## src/rtl/enc8b10b_pkg.sv

```systemverilog
package enc8b10b_pkg;

  typedef struct packed {
    logic [9:0] code;
    logic       rd;
    logic       kerr;
  } enc_res_t;

  function automatic logic [5:0] tbl6(input logic [4:0] x);
    case (x)
      5'd0:  tbl6 = 6'b100111;  5'd1:  tbl6 = 6'b011101;
      5'd2:  tbl6 = 6'b101101;  5'd3:  tbl6 = 6'b110001;
      5'd4:  tbl6 = 6'b110101;  5'd5:  tbl6 = 6'b101001;
      5'd6:  tbl6 = 6'b011001;  5'd7:  tbl6 = 6'b111000;
      5'd8:  tbl6 = 6'b111001;  5'd9:  tbl6 = 6'b100101;
      5'd10: tbl6 = 6'b010101;  5'd11: tbl6 = 6'b110100;
      5'd12: tbl6 = 6'b001101;  5'd13: tbl6 = 6'b101100;
      5'd14: tbl6 = 6'b011100;  5'd15: tbl6 = 6'b010111;
      5'd16: tbl6 = 6'b011011;  5'd17: tbl6 = 6'b100011;
      5'd18: tbl6 = 6'b010011;  5'd19: tbl6 = 6'b110010;
      5'd20: tbl6 = 6'b001011;  5'd21: tbl6 = 6'b101010;
      5'd22: tbl6 = 6'b011010;  5'd23: tbl6 = 6'b111010;
      5'd24: tbl6 = 6'b110011;  5'd25: tbl6 = 6'b100110;
      5'd26: tbl6 = 6'b010110;  5'd27: tbl6 = 6'b110110;
      5'd28: tbl6 = 6'b001110;  5'd29: tbl6 = 6'b101110;
      5'd30: tbl6 = 6'b011110;  default: tbl6 = 6'b101011;
    endcase
  endfunction

  // negative-disparity column
  function automatic logic [3:0] tbl4(input logic [2:0] y);
    case (y)
      3'd0: tbl4 = 4'b1011;  3'd1: tbl4 = 4'b1001;
      3'd2: tbl4 = 4'b0101;  3'd3: tbl4 = 4'b1100;
      3'd4: tbl4 = 4'b1101;  3'd5: tbl4 = 4'b1010;
      3'd6: tbl4 = 4'b0110;  default: tbl4 = 4'b1110;
    endcase
  endfunction

  // rd: 1 = positive running disparity
  function automatic enc_res_t enc_byte(input logic [7:0] b, input logic k, input logic rd);
    enc_res_t   r;
    logic [4:0] x;
    logic [2:0] y;
    logic       kok, k28, rdm, alt;
    logic [5:0] c6, o6;
    logic [3:0] c4, o4;
    x   = b[4:0];
    y   = b[7:5];
    kok = k && (x == 5'd28 ||
               (y == 3'd7 && (x == 5'd23 || x == 5'd27 || x == 5'd29 || x == 5'd30)));
    k28 = kok && (x == 5'd28);
    c6  = k28 ? 6'b001111 : tbl6(x);
    if ($countones(c6) == 3) o6 = (x == 5'd7 && rd) ? ~c6 : c6;
    else                     o6 = rd ? ~c6 : c6;
    rdm = ($countones(o6) == 3) ? rd : ~rd;
    alt = (y == 3'd7) && (kok ||
          (!rdm && (x == 5'd17 || x == 5'd18 || x == 5'd20)) ||
          ( rdm && (x == 5'd11 || x == 5'd13 || x == 5'd14)));
    c4  = alt ? 4'b0111 : tbl4(y);
    if ($countones(c4) == 2) begin
      o4 = (y == 3'd3 && rdm) ? ~c4 : c4;
      if (k28 && y != 3'd3 && !rdm) o4 = ~c4;
    end else begin
      o4 = rdm ? ~c4 : c4;
    end
    r.code = {o6, o4};
    r.rd   = ($countones(o4) == 2) ? rdm : ~rdm;
    r.kerr = k && !kok;
    return r;
  endfunction

endpackage

```

## src/rtl/enc_force_sync.sv

```systemverilog
module enc_force_sync #(
  parameter int W = 8
) (
  input  logic         clk_i,
  input  logic         rst_ni,
  input  logic [W-1:0] d_i,
  output logic [W-1:0] q_o
);
  logic [W-1:0] s1_q, s2_q;

  always_ff @(posedge clk_i or negedge rst_ni) begin
    if (!rst_ni) begin
      s1_q <= '0;
      s2_q <= '0;
    end else begin
      s1_q <= d_i;
      s2_q <= s1_q;
    end
  end

  assign q_o = s2_q;
endmodule

```

## src/rtl/enc_lane.sv

```systemverilog
module enc_lane
  import enc8b10b_pkg::*;
(
  input  logic [7:0] byte_i,
  input  logic       k_i,
  input  logic       rd_i,
  output logic [9:0] code_o,
  output logic       rd_o,
  output logic       kerr_o
);
  enc_res_t res;

  always_comb res = enc_byte(byte_i, k_i, rd_i);

  assign code_o = res.code;
  assign rd_o   = res.rd;
  assign kerr_o = res.kerr;
endmodule

```

## src/rtl/lane_encoder_8b10b.sv

```systemverilog
module lane_encoder_8b10b #(
  parameter int LANES = 4
) (
  input  logic                clk_i,
  input  logic                rst_ni,
  input  logic [8*LANES-1:0]  data_i,
  input  logic [LANES-1:0]    ctrl_i,
  input  logic [LANES-1:0]    force_i,
  input  logic [LANES-1:0]    force_val_i,
  output logic [10*LANES-1:0] code_o,
  output logic [LANES-1:0]    kerr_o
);
  localparam int DW = 8 * LANES;
  localparam int CW = 10 * LANES;

  logic [LANES-1:0]   frc_s, val_s;
  logic [LANES:0]     rd_chain;
  logic [LANES-1:0]   rd_start, lane_kerr;
  logic [CW-1:0]      lane_code;
  logic               rd_q;
  logic [CW-1:0]      code_q;
  logic [LANES-1:0]   kerr_q;

  enc_force_sync #(.W(2 * LANES)) u_sync (
    .clk_i  (clk_i),
    .rst_ni (rst_ni),
    .d_i    ({force_val_i, force_i}),
    .q_o    ({val_s, frc_s})
  );

  assign rd_chain[0] = rd_q;

  for (genvar l = 0; l < LANES; l++) begin : g_lane
    // forced value 1 selects negative start (rd = 0)
    assign rd_start[l] = frc_s[l] ? ~val_s[l] : rd_chain[l];

    enc_lane u_lane (
      .byte_i (data_i[8*l +: 8]),
      .k_i    (ctrl_i[l]),
      .rd_i   (rd_start[l]),
      .code_o (lane_code[10*l +: 10]),
      .rd_o   (rd_chain[l+1]),
      .kerr_o (lane_kerr[l])
    );

    a_r4_start_neg: assert property (@(posedge clk_i) disable iff (!rst_ni)
      !rd_start[l] |-> $countones(lane_code[10*l +: 10]) >= 5);
    a_r4_start_pos: assert property (@(posedge clk_i) disable iff (!rst_ni)
      rd_start[l] |-> $countones(lane_code[10*l +: 10]) <= 5);
    a_r4_sub6_bal: assert property (@(posedge clk_i) disable iff (!rst_ni)
      $countones(lane_code[10*l+4 +: 6]) inside {2, 3, 4});
    a_r10_kerr_src: assert property (@(posedge clk_i) disable iff (!rst_ni)
      kerr_q[l] |-> $past(ctrl_i[l]));
  end

  always_ff @(posedge clk_i or negedge rst_ni) begin
    if (!rst_ni) begin
      rd_q   <= 1'b0;
      code_q <= '0;
      kerr_q <= '0;
    end else begin
      rd_q   <= rd_chain[LANES];
      code_q <= lane_code;
      kerr_q <= lane_kerr;
    end
  end

  assign code_o = code_q;
  assign kerr_o = kerr_q;

  logic unused_dw;
  assign unused_dw = (DW == 0);
endmodule

```

## config.mk

```make
export PLATFORM = sky130hd
export DESIGN_NAME = lane_encoder_8b10b
export DESIGN_NICKNAME = d
export VERILOG_FILES = /design/src/rtl/enc8b10b_pkg.sv /design/src/rtl/enc_force_sync.sv /design/src/rtl/enc_lane.sv /design/src/rtl/lane_encoder_8b10b.sv
export SDC_FILE = /design/constraint.sdc
export NUM_CORES = 1
export LEC_CHECK = 0
export ABC_AREA = 0
export BUFFER_PORTS_ARGS = -buffer_cell sky130_fd_sc_hd__buf_2
export CAP_MARGIN = 5
export CORE_UTILIZATION = 54
export CTS_CLUSTER_SIZE = 12
export DETAILED_ROUTE_END_ITERATION = 12
export PLACE_DENSITY = 0.78
export SETUP_SLACK_MARGIN = 0.4
export SYNTH_ARGS = -nofsm -noshare
export SYNTH_HDL_FRONTEND = slang
export SYNTH_SLANG_ARGS = --single-unit
```

## constraint.sdc

```tcl
create_clock -name clk_i -period 26 [get_ports clk_i]
set_input_delay 5.2 -clock clk_i [delete_from_list [all_inputs] [get_ports clk_i]]
set_output_delay 5.2 -clock clk_i [all_outputs]
set_load 0.05 [all_outputs]
```

Word level (Yosys, flattened, before mapping):

Memories as Yosys holds them, arrays and structs flattened.
Index checks and enable logic that the tools add are counted.

* bits in read-only memories: 768
* register bits: 61
* output and inout port bits: 44
* memories: 4

Memories
* (no name shown): words 32, bits a word 6, read ports 1, clocked after Yosys merged registers in 0, wr ports 0, RTL line enc8b10b_pkg.sv:10 `case (x)`
* (no name shown): words 32, bits a word 6, read ports 1, clocked after Yosys merged registers in 0, wr ports 0, RTL line enc8b10b_pkg.sv:10
* (no name shown): words 32, bits a word 6, read ports 1, clocked after Yosys merged registers in 0, wr ports 0, RTL line enc8b10b_pkg.sv:10
* (no name shown): words 32, bits a word 6, read ports 1, clocked after Yosys merged registers in 0, wr ports 0, RTL line enc8b10b_pkg.sv:10

* multiplexer cells: 52
* reductions and logical operators: 96
* eq/ne operators: 96
* $add $sub $neg: 64
* bitwise operators: 20

Operators by type and width (number)
* $add A32 B32 Y32: 24
* $eq A32 B3 Y1 const B: 16
* $eq A5 B5 Y1 const B: 32
* $pmux W4 S7: 4
* $mux W6: 16
* $add A1 B1 Y2: 40
* $mux W4: 20
* $eq A5 B4 Y1 const B: 12
* $eq A3 B3 Y1 const B: 16
* $logic_and A1 B1 Y1: 44
* $logic_or A1 B1 Y1: 40
* $eq A3 B2 Y1 const B: 8
* $not A6 Y6: 4
* $eq A5 B3 Y1 const B: 4
* $not A4 Y4: 4
* $eq A3 B1 Y1 const B: 4
* $logic_not A3 Y1: 4
* $mux W1: 12
* $ne A3 B2 Y1 const B: 4
* $not A1 Y1: 12
* $logic_not A1 Y1: 8

Depth between registers and ports, before layout:

Gate-level depths: netlist of run 1.

* word-level depth: 102
* gate-level depth with buffers: 119

Modules after synthesis:

A second synthesis of run 1 with hierarchy kept.

* cell total of the unflattened synthesis: 669
* area, all modules: 6383.6 um^2

Modules (own cells, without submodules)
* enc_lane (g_lane[3].u_lane): area each 1261.2 um^2, cells an instance 156, times used 1, seq. area each 0.0 um^2
* enc_lane (g_lane[1].u_lane): area each 1204.9 um^2, cells an instance 148, times used 1, seq. area each 0.0 um^2
* enc_lane (g_lane[0].u_lane): area each 1191.1 um^2, cells an instance 151, times used 1, seq. area each 0.0 um^2
* lane_encoder_8b10b: area each 1181.1 um^2, cells an instance 53, times used 1, seq. area each 1126.1 um^2
* enc_lane (g_lane[2].u_lane): area each 1144.8 um^2, cells an instance 145, times used 1, seq. area each 0.0 um^2
* enc_force_sync: area each 400.4 um^2, cells an instance 16, times used 1, seq. area each 400.4 um^2

Least setup slack after synthesis of run 1:

OpenSTA, ideal clock, no wires.

* kind: input-to-reg
* from: in data_i[2]
* to: reg rd_q
* path slack: -5.785 ns
* stages on the path: 113
* arrival time: 31.706 ns
* setup time: 0.079 ns
* path through: clkbuf_1 -> clkbuf_1 -> nand2_1 -> a21oi_1 -> a31oi_1 -> o211a_1 -> ha_1 -> fa_1 -> ha_1 -> a41oi_1 -> xor2_1 -> ha_1 -> fa_1 -> ha_1 -> and4bb_2 -> xnor2_1 -> or4_1 -> a31oi_1 -> [... 77 more ...] -> clkbuf_1 -> nor3_1 -> mux2i_1 -> a21o_1 -> ha_1 -> buf_1 -> a21oi_1 -> or3_1 -> nor3_1 -> mux2_2 -> a311oi_4 -> a21boi_0 -> o31ai_1 -> ha_1 -> ha_1 -> fa_1 -> nor3b_1 -> xor2_1

RTL lines
* from (decl): RTL line lane_encoder_8b10b.sv:6 `input logic [8*LANES-1:0] data_i,`
* $eq A5 B5 Y1: RTL line enc8b10b_pkg.sv:51 `(y == 3'd7 && (x == 5'd23 || x == 5'd27 || x == 5'd29 || x == 5'd30)));`
* $logic_or A1 B1 Y1 (3 in a row): RTL line enc8b10b_pkg.sv:51
* $logic_and A1 B1 Y1: RTL line enc8b10b_pkg.sv:51
* $logic_or A1 B1 Y1: RTL line enc8b10b_pkg.sv:50 `kok = k && (x == 5'd28 ||`
* $logic_and A1 B1 Y1: RTL line enc8b10b_pkg.sv:50
* $logic_and A1 B1 Y1: RTL line enc8b10b_pkg.sv:52 `k28 = kok && (x == 5'd28);`
* $mux W6: RTL line enc8b10b_pkg.sv:53 `c6 = k28 ? 6'b001111 : tbl6(x);`
* $add A1 B1 Y2 (not written as such): RTL line enc8b10b_pkg.sv:54 `if ($countones(c6) == 3) o6 = (x == 5'd7 && rd) ? ~c6 : c6;`
* [... 4 more ...]
* net g_lane[0].u_lane.code_o[8]: RTL line enc_lane.sv:7 `output logic [9:0] code_o,`
* [... 14 more ...]
* net g_lane[0].u_lane.code_o[2]: RTL line enc_lane.sv:7
* [... 8 more ...]
* net g_lane[1].u_lane.code_o[8]: RTL line enc_lane.sv:7
* [... 14 more ...]
* net g_lane[1].u_lane.code_o[2]: RTL line enc_lane.sv:7
* [... 8 more ...]
* net g_lane[2].u_lane.code_o[8]: RTL line enc_lane.sv:7
* [... 14 more ...]
* net g_lane[2].u_lane.code_o[3]: RTL line enc_lane.sv:7
* [... 8 more ...]
* net g_lane[3].u_lane.code_o[8]: RTL line enc_lane.sv:7
* [... 12 more ...]
* $eq A32 B3 Y1 or $mux W4 (tied branches): RTL line enc8b10b_pkg.sv:61, enc8b10b_pkg.sv:63
* $mux W4 (*): RTL line enc8b10b_pkg.sv:61 `if ($countones(c4) == 2) begin`
* net g_lane[3].u_lane.code_o[2]: RTL line enc_lane.sv:7
* $add A1 B1 Y2 (not written as such) (*): RTL line enc8b10b_pkg.sv:68 `r.rd = ($countones(o4) == 2) ? rdm : ~rdm;`
* $add A32 B32 Y32 (not written as such) (*): RTL line enc8b10b_pkg.sv:68
* $eq A32 B3 Y1 (*): RTL line enc8b10b_pkg.sv:68
* $mux W1 (*): RTL line enc8b10b_pkg.sv:68
* net g_lane[3].u_lane.rd_o: RTL line enc_lane.sv:8 `output logic rd_o,`
* to (signal assigned): RTL line lane_encoder_8b10b.sv:62 `rd_q <= rd_chain[LANES];`
* to (decl): RTL line lane_encoder_8b10b.sv:20 `logic rd_q;`

Mark *: on every way through the listed nets, which the timed path passes. The rest lies on a longest branch.

Final worst setup path of run 1:

* from: in data_i[1]
* to: reg rd_q

RTL lines (RTL line)
* $eq A5 B5 Y1: enc8b10b_pkg.sv:51
* $logic_or A1 B1 Y1 (3 in a row): enc8b10b_pkg.sv:51
* $logic_and A1 B1 Y1: enc8b10b_pkg.sv:51
* $logic_or A1 B1 Y1: enc8b10b_pkg.sv:50
* $logic_and A1 B1 Y1: enc8b10b_pkg.sv:50
* $logic_and A1 B1 Y1: enc8b10b_pkg.sv:52
* $mux W6: enc8b10b_pkg.sv:53
* $add A1 B1 Y2 (not written as such): enc8b10b_pkg.sv:54
* [... 4 more ...]
* net g_lane[0].u_lane.code_o[8]: enc_lane.sv:7
* [... 14 more ...]
* net g_lane[0].u_lane.code_o[2]: enc_lane.sv:7
* [... 8 more ...]
* net g_lane[1].u_lane.code_o[9]: enc_lane.sv:7
* [... 14 more ...]
* net g_lane[1].u_lane.code_o[1]: enc_lane.sv:7
* [... 8 more ...]
* net g_lane[2].u_lane.code_o[6]: enc_lane.sv:7
* [... 15 more ...]
* net g_lane[2].u_lane.code_o[1]: enc_lane.sv:7
* [... 8 more ...]
* net g_lane[3].u_lane.code_o[4]: enc_lane.sv:7
* [... 13 more ...]
* $eq A32 B3 Y1 or $mux W4 (tied branches): enc8b10b_pkg.sv:61, enc8b10b_pkg.sv:63
* $mux W4 (*): enc8b10b_pkg.sv:61
* net g_lane[3].u_lane.code_o[1]: enc_lane.sv:7
* $add A1 B1 Y2 (not written as such) (*): enc8b10b_pkg.sv:68
* $add A32 B32 Y32 (not written as such) (*): enc8b10b_pkg.sv:68
* $eq A32 B3 Y1 (*): enc8b10b_pkg.sv:68
* $mux W1 (*): enc8b10b_pkg.sv:68
* net g_lane[3].u_lane.rd_o: enc_lane.sv:8

Marked as above.

==> out/metrics.yaml, run 1 <==
status: "complete, but fails checks"
violations: "setup timing"
cp.required_ps: 26260
met3_usage_pct: 3.73
num_antenna_cells: 0
grt_use_total_pct: 30.1
start_kind: "input pin"
vias_per_cell: 6.26
min_period_over_period_pct: 121
globalRouteMet2Util_pct: 55.9
syn_nets: 876
htreeDepth: 3
cts-root-buf: "clkbuf_16"
drive_gt1_share_pct: 45.3
synth_most_common_cell: "ha_1"
min_period_ps: 31400
via_count: 6976
ys_seq_area_share_pct: 24.0
clock_latency_ps: 340
setup_tns_ps: -25070
hp-class: "register to register"
fillers: 522
ant_nets: 0
min_from: "u_sync.s1_q[1]"
syn_area_sq_um: 6350
worst_slack_ps: -5400
port_buffers: 89
worst_slew_pin_slew_ps: 1310
ys_top_cells_by_area: "dfrtp_1 24%, ha_1 19%, fa_1 6.3%, nor2_1 4.1%, nand2_1 3.9%"
slowest_stage: "fa_2"
cp.arrival_ps: 31670
clock_path_buffers: 2
netlist.area_leader.share_pct: 24.0
slew_violations: 0
place_hpwl_um: 12800
synth_area_per_cell_sq_um: 8.87
met1_usage_pct: 34.8
dr.pass1.iters: 5
cpMostUsedCell: "ha_4"
rr_startpoint: "rd_q"
overflow: 0
pre_cts_ws_ps: -4650
clock_sinks: 61
yosys.area.top_type: "dfrtp_1"
finalSetupViolations: 11
maxSlewHeadroom_pct: 11.3
max_cap_violations: 0
async_flop_share_pct: 100
antenna_found_initial: 0
wl_um: 24100
drtIter0Drc: 613
ys.flop_type: "dfrtp_1"
grt_max_degree: 62
path_buf_inv: 8
critical_path_class: "input pin to register"
drcViolationCount: 0
grt_pass1_vias: 6471
grt_pass1_wl_um: 29900
fin_hold_ws_ps: 352
wire_per_inst_um: 21.6
final_nets: 1127
gp_congestion: 0.877
slowest_delay_ps: 580
fmax_mhz: 31.8
hold_viol_final: 0
start_util_pct: 55.6
cts_tree: "built"
yosys-top-cells-count: "94 x ha_1, 70 x nor2_1, 66 x nand2_1"
setup.worst_path.start: "data_i[1]"
clock_skew_ps: 11.9
io_pins: 90
endpoint_kind: "register"
rsz0062_at_grt: "true"
area_growth_syn_to_layout_pct: 55.5
crit_family: "adder cells"
dieArea_sq_um: 12200
core_region_area_sq_um: 11400
path_max_fanout: 6
grt_most_used_layer: "met2"
die_h_um: 110
fp.dieW_um: 110
clk_pin_slew_ps: 60
ys_types: 70
ys_ff_latch: 61
rows: 39
synth_edf_count: 0
cts_buffers: 9
yosysWarnings: 0
netlist_instances: 716
==> layout by cell type, fill, tap and decap left out, types with 5 or more instances in the layout <==
cell type    n
a21o_1       7
buf_2       88
buf_4      168
a31oi_1     12
o22ai_1      5
buf_6        9
nand2_1     62
clkbuf_16    9
o211ai_1     5
xor2_4      12
xor2_2       5
o21ai_0     36
xnor2_1      5
inv_1       36
a21oi_2      6
ha_4        21
dfrtp_1     61
xnor2_4     12
ha_2        13
a211oi_1    11
fa_1        14
nand4_1      5
nor2_1      65
nand3_1     16
a21oi_1     27
nor3_1      22
ha_1        60
xnor2_2      9
mux2i_1     15
fa_2         6
nand2b_1     5
==> sequential cells by signal, summed over array words and instances (netlist names) <==
name and cells:
kerr_o 4, code_o 40, u_sync.q_o 8, u_sync.s1_q 8, rd_q 1
==> what timing repair did <==
action,4_1_cts,5_1_grt
buffers inserted,31,32
setup endpoints to repair,11,11
resized for setup,60,62
hold buffers,0,0
hold endpoints to repair,0,0
gates cloned,0,0
pin swaps,68,71
==> cells by family (layout without fill, tap and decap cells) <==
family | after synthesis | count (layout) | synth area share [%]
AO/OA/AOI/OAI | 166 | 166 | 18.2
XOR/XNOR | 48 | 48 | 7.17
adder cells (fa/ha/maj) | 114 | 114 | 24.8
buffers and inverters | 71 | 326 | 4.20
flip-flops | 61 | 61 | 24.0
multiplexers | 25 | 25 | 4.28
AND/OR/NAND/NOR | 231 | 231 | 17.2
==> area by class of cell <==
cell class / count / area [sq um] / area share (%)
flip-flops and latches: 61 / 1530 / 15.5
repair buffers: 270 / 1900 / 19.2
inverters: 41 / 161 / 1.63
clock buffers: 11 / 243 / 2.46
clock inverters: 4 / 25.0 / 0.253
well taps: 143 / 179 / 1.81
multi-input cells: 584 / 5840 / 59.2
==> path summary, 6_finish.rpt <==
check	endpoint	slack [ps]	cells after the start
worst max-delay path	rd_q	-5400	115
worst min-delay path	u_sync.q_o[1]	350	0
worst max register to register	rd_q	850	106
worst min register to register	u_sync.q_o[1]	350	0
max in group asynchronous	code_o[21]	20430	2
min in group asynchronous	code_o[28]	5040	2
==> stage by stage <==
step	instance area, sq um	instances	utilization, %
floorplan	6890	716	-
global placement	8270	1036	72.4
detailed placement	8270	1036	72.4
CTS	9210	1082	80.7
global route	9870	1114	86.5
finish	9870	1114	86.5
==> layer usage <==
metal  wire, um  part of all wire, %
met1       8690                   36
met2      12200                   51
met3       1700                  7.0
met4       1460                  6.1
met5          0                    0
Power of run 1 is left out: the tool's default activity adds up to more than one toggle a clock period on the data nets, which glitch-free logic cannot reach.
==> run 2: changes to the inputs <==
--- a/config.mk
+++ b/config.mk
@@ -8,6 +8,7 @@
 export ABC_AREA = 0
 export BUFFER_PORTS_ARGS = -buffer_cell sky130_fd_sc_hd__buf_2
 export CAP_MARGIN = 5
+export CORE_MARGIN = 4
 export CORE_UTILIZATION = 54
 export CTS_CLUSTER_SIZE = 12
 export DETAILED_ROUTE_END_ITERATION = 12
==> out/metrics.yaml, run 2 (synthesized netlist as in run 1, its figures left out) <==
status: "complete, but fails checks"
violations: "setup timing"
wire_per_inst_um: 19.9  # -8.0%
fmax_mhz: 32.6  # +2.4%
path_buf_inv: 9  # +1
rsz0062_at_grt: "true"
via_count: 6615  # -5.2%
vias_per_cell: 6.08  # -2.9%
cp.arrival_ps: 30950  # -720 ps
clock_skew_ps: 8.96  # -2.93 ps
slowest_delay_ps: 580  # about the same
port_buffers: 89  # unchanged
max_cap_violations: 0  # unchanged
min_period_over_period_pct: 118  # -2.8 points
htreeDepth: 3  # unchanged
hold_viol_final: 0  # unchanged
min_path_cells: 0  # unchanged
dieArea_sq_um: 13600  # +11%
place_hpwl_um: 13200  # +3.5%
slew_violations: 0  # unchanged
cp.required_ps: 26270  # about the same
io_pins: 90  # unchanged
gp_congestion: 0.935  # +6.7%
area_growth_syn_to_layout_pct: 51.4
holdBufCountCts: 0  # unchanged
cts_buffers: 9  # unchanged
worst_slack_ps: -4680  # +725 ps
drcViolationCount: 0  # unchanged
min_to: "u_sync.q_o[7]"
r2r-end: "rd_q"
start_util_pct: 55.4  # -0.24 points
clock_latency_ps: 340  # about the same
hp-class: "register to register"
wl_um: 21600  # -10%
min_period_ps: 30680  # -725 ps
num_antenna_cells: 0  # unchanged
antenna_found_initial: 0  # unchanged
slowest_stage: "fa_1"
finalSetupViolations: 5  # -6
final_cell_mix: "149 x buf_4, 88 x buf_2, 67 x nor2_1"
grt_use_total_pct: 29.4  # -0.65 points
clk_pin_slew_ps: 60  # about the same
final_common_cell: "buf_4"
cpMostUsedCell: "ha_4"
fillers: 585  # +12%
final_nets: 1100  # -2.4%
reg2regPathDepth: 108  # +1.9%
critical_path_class: "input pin to register"
path_max_fanout: 6  # unchanged
crit_family: "adder cells"
drive_gt1_share_pct: 43.0  # -2.4 points
grt_max_degree: 62  # unchanged
maxSlewHeadroom_pct: 34.5  # +23 points
grt_pass1_wl_um: 31900  # +6.4%
fin_hold_ws_ps: 349  # -2.48 ps
cts_tree: "built"
fp.dieW_um: 116  # +5.4%
drtIter0Drc: 725  # +18%
rows: 39  # unchanged
grt_pass1_vias: 6618  # +2.3%
clock_path_buffers: 2  # unchanged
overflow: 0  # unchanged
endpoint_kind: "register"
clock_sinks: 61  # unchanged
cts-root-buf: "clkbuf_16"
r2r_slack_ps: 1620  # +770 ps
largest_reg_flops: 40  # unchanged
start_kind: "input pin"
core_region_area_sq_um: 11500  # +0.43%
rr_startpoint: "rd_q"
min_from: "u_sync.s1_q[7]"
ant_nets: 0  # unchanged
dr.pass1.iters: 5  # unchanged
worst_slew_pin_slew_ps: 979  # -334 ps
die_h_um: 116  # +5.4%
## run 2: cell count changes in the layout (fill, tap and decap cells not counted), moves of 3 or more
| cell | before | now |
|---|---|---|
| buf_4 | 168 | 149 |
| buf_6 | 9 | 2 |
| ha_1 | 60 | 63 |
| nor2_2 | 4 | 1 |
| xor2_2 | 5 | 9 |
| xor2_4 | 12 | 8 |
## run 2: how the worst max path moves through the flow
| stage | from | end | slack, ps | depth (start not counted) |
|---|---|---|---|---|
| after floorplan | data_i[1] | rd_q | -3320 | 113 |
| after global placement | data_i[1] | rd_q | -3560 | 114 |
| after detailed placement | data_i[1] | rd_q | -4750 | 114 |
| after CTS | data_i[1] | rd_q | -3740 | 119 |
| after global routing | data_i[1] | rd_q | -5530 | 117 |
| final | data_i[1] | rd_q | -4680 | 117 |
## run 2: per-layer routing
layer	routed length, um	share of wire [%]	vias up	GRT usage [%]
met1	7800	36	3171	34.1
li1	-	-	2994	-
met4	1120	5.2	0	12.0
met2	11400	53	350	53.9
met3	1350	6.3	100	4.77
met5	0	0	-	0
## run 2: final cells by class
class                           count  area (sq um)  area share (%)
Timing Repair Buffer              243          1660            17.2
Multi-Input combinational cell    584          5760            59.9
Clock inverter                      6          93.8           0.976
Tap cell                          143           179            1.86
Clock buffer                       10           239            2.49
Inverter                           41           158            1.64
Sequential cell                    61          1530            15.9
## run 2: timing repair
item                       4_1_cts  5_1_grt
gates resized for setup         60       43
pin swaps                       51       12
setup endpoints to repair       11       11
cloned                           0        0
setup buffers                   23       15
## run 2: per-stage QoR
stage                     setup slack, ps  TNS [ps]  utilization (%)  std cells  cell area [sq um]
after CTS                           -3740    -14030             80.0       1073               9170
after global routing                -5530    -25160             83.8       1088               9610
after floorplan                     -3320    -11720                -        716               6890
after global placement              -3560    -13230             71.9       1034               8240
final                               -4680    -18850             83.8       1088               9610
after detailed placement            -4750    -19650             71.9       1034               8240
## run 2: worst register-to-register path, delay by kind of cell, from the launching register on
kind                       cells  cell delay (ps)
buffers and inverters          7             1230
AOI/OAI and AO/OA             29             5630
adders and majority gates     28             8680
muxes                          8             1960
xor gates and xnor gates      12             2220
and+or+nand+nor               24             4140
DFF                            1              420
Power of run 2 is left out for the same reason.
==> run 3: changes to the inputs <==
--- a/config.mk
+++ b/config.mk
@@ -16,4 +16,5 @@
 export SETUP_SLACK_MARGIN = 0.4
 export SYNTH_ARGS = -nofsm -noshare
 export SYNTH_HDL_FRONTEND = slang
+export SYNTH_HIERARCHICAL = 1
 export SYNTH_SLANG_ARGS = --single-unit
==> out/metrics.yaml, run 3 <==
critical_path_class: "input pin to register"
yosys-top-cells-count: "61 x dfrtp_1, 61 x inv_1, 56 x ha_1"
antenna_found_initial: 0  # unchanged
via_count: 5832  # -12%
grt_max_degree: 34  # -45%
finalNonFillerCells: 1041  # -4.3%
worst_slew_pin_slew_ps: 705  # -274 ps
yosysWarnings: 6  # +6
slew_violations: 0  # unchanged
final_common_cell: "buf_4"
netlist.area_leader.share_pct: 23.9  # -0.13 points
num_antenna_cells: 0  # unchanged
dieArea_sq_um: 13600  # +0.51%
dr.pass1.iters: 5  # unchanged
ys_top_cells_by_area: "dfrtp_1 24%, ha_1 11%, fa_1 10%, xnor2_1 4.8%, xor2_1 4.1%"
clock_skew_ps: 10.2  # +1.26 ps
hold_viol_final: 0  # unchanged
overflow: 0  # unchanged
ys.flop_type: "dfrtp_1"
status: "complete, but fails checks"
syn_area_sq_um: 6380  # +0.55%
endpoint_kind: "register"
synth_edf_count: 0  # unchanged
yosys.area.top_type: "dfrtp_1"
maxSlewHeadroom_pct: 52.5  # +18 points
finalSetupViolations: 12  # +7
largest_reg_flops: 40  # unchanged
cp.arrival_ps: 33950  # +3000 ps
rsz0062_at_grt: "true"
async_flop_share_pct: 100  # unchanged
slowest_stage: "fa_1"
cts_tree: "built"
clk_pin_slew_ps: 50  # about the same
netlist_instances: 669  # -6.6%
ys_types: 85  # +21%
ys_seq_area_share_pct: 23.9  # -0.13 points
min_period_over_period_pct: 130  # +12 points
grt_pass1_wl_um: 26900  # -16%
setup_tns_ps: -45940  # -27,090 ps
gp_congestion: 0.943  # +0.79%
drtIter0Drc: 244  # -66%
area_growth_syn_to_layout_pct: 41.6
synth_area_per_cell_sq_um: 9.54  # +7.6%
max_cap_violations: 0  # unchanged
cp.required_ps: 26260  # about the same
violations: "setup timing"
vias_per_cell: 5.60  # -7.9%
final_core_util_pct: 78.5  # -5.3 points
rows: 39  # unchanged
drive_gt1_share_pct: 45.2  # +2.2 points
place_hpwl_um: 11800  # -11%
ant_nets: 0  # unchanged
wl_um: 17500  # -19%
clock_path_buffers: 2  # unchanged
port_buffers: 89  # unchanged
min_period_ps: 33690  # +3010 ps
grt_use_total_pct: 24.7  # -4.7 points
slowest_delay_ps: 580  # about the same
ys_ff_latch: 61  # unchanged
drcViolationCount: 0  # unchanged
placed_cells: 987  # -4.5%
cts_buffers: 9  # unchanged
wire_per_inst_um: 16.8  # -15%
start_kind: "input pin"
final_cell_mix: "147 x buf_4, 88 x buf_2, 61 x dfrtp_1"
core_region_area_sq_um: 11500  # +0.43%
htreeDepth: 3  # unchanged
die_h_um: 117  # +0.25%
io_pins: 90  # unchanged
cts-root-buf: "clkbuf_16"
grt_pass1_vias: 5841  # -12%
clock_sinks: 61  # unchanged
start_util_pct: 55.4  # +0.070 points
fmax_mhz: 29.7  # -8.9%
final_nets: 1028  # -6.5%
hp-class: "register to register"
syn_nets: 803  # -8.3%
cpMostUsedCell: "fa_1"
clock_latency_ps: 340  # about the same
fp.dieW_um: 117  # +0.25%
path_max_fanout: 6  # unchanged
fin_hold_ws_ps: 352  # +2.80 ps
worst_slack_ps: -7690  # -3010 ps
holdBufCountCts: 0  # unchanged
r2r_slack_ps: -580  # -2200 ps
-- run 3: path summary, 6_finish.rpt --
| path | start | endpoint | cells after the start |
|---|---|---|---|
| max | data_i[0] | rd_q | 126 |
| min | u_sync/s1_q[0] | u_sync/q_o[0] | 0 |
| max reg2reg | u_sync/q_o[0] | rd_q | 112 |
| min reg2reg | u_sync/s1_q[0] | u_sync/q_o[0] | 0 |
| max in group asynchronous | rst_ni | u_sync/s1_q[7] | 2 |
| min in group asynchronous | rst_ni | code_o[7] | 1 |
-- run 3: repair_timing --
item                       CTS  global route
setup endpoints to repair   15            15
gates resized for setup     48            47
buffers inserted            23            16
pin swaps                   19            15
-- run 3: cell families (layout without fill, tap and decap cells) --
| group | after synthesis | in the layout | share of synthesized area (%) |
|---|---|---|---|
| buffers and inverters | 102 | 331 | 8.04 |
| muxes | 25 | 25 | 4.31 |
| AOI/OAI and AO/OA | 148 | 148 | 16.6 |
| and+or+nand+nor | 174 | 174 | 15.4 |
| adders and majority gates | 89 | 89 | 21.2 |
| xor gates and xnor gates | 70 | 70 | 10.5 |
| DFF | 61 | 61 | 23.9 |
-- run 3: metal layers --
layer / vias up / track usage, % / wire length (um)
met2: 213 / 46.1 / 9530
li1: 2733 / - / -
met4: 0 / 8.94 / 492
met1: 2834 / 28.1 / 6720
met5: - / 0 / 0
met3: 52 / 4.51 / 791
-- run 3: cell type report --
type / instances / area [sq um]
clock buffer: 11 / 243
timing repair buffer: 253 / 1750
tap: 143 / 179
multi-input combinational: 506 / 5020
fill: 716 / 2470
sequential: 61 / 1530
clock inverter: 4 / 72.6
inverter: 63 / 241
-- run 3: critical path, delay by kind of cell --
family          cells  cell delay [ps]
compound gates     12             1960
fa+ha+maj          44            15610
xor+xnor           16             2910
buf+inv            25             2010
simple gates       19             4050
mux                10             2150
-- run 3: stage by stage --
step           worst slack [ps]  instance area [sq um]
2_1_floorplan             -7280                   6660
3_3_place_gp              -7210                   7950
3_5_place_dp              -8220                   7950
4_1_cts                   -7230                   8720
5_1_grt                   -8800                   9040
6_report                  -7690                   9040
Power of run 3 is left out for the same reason.
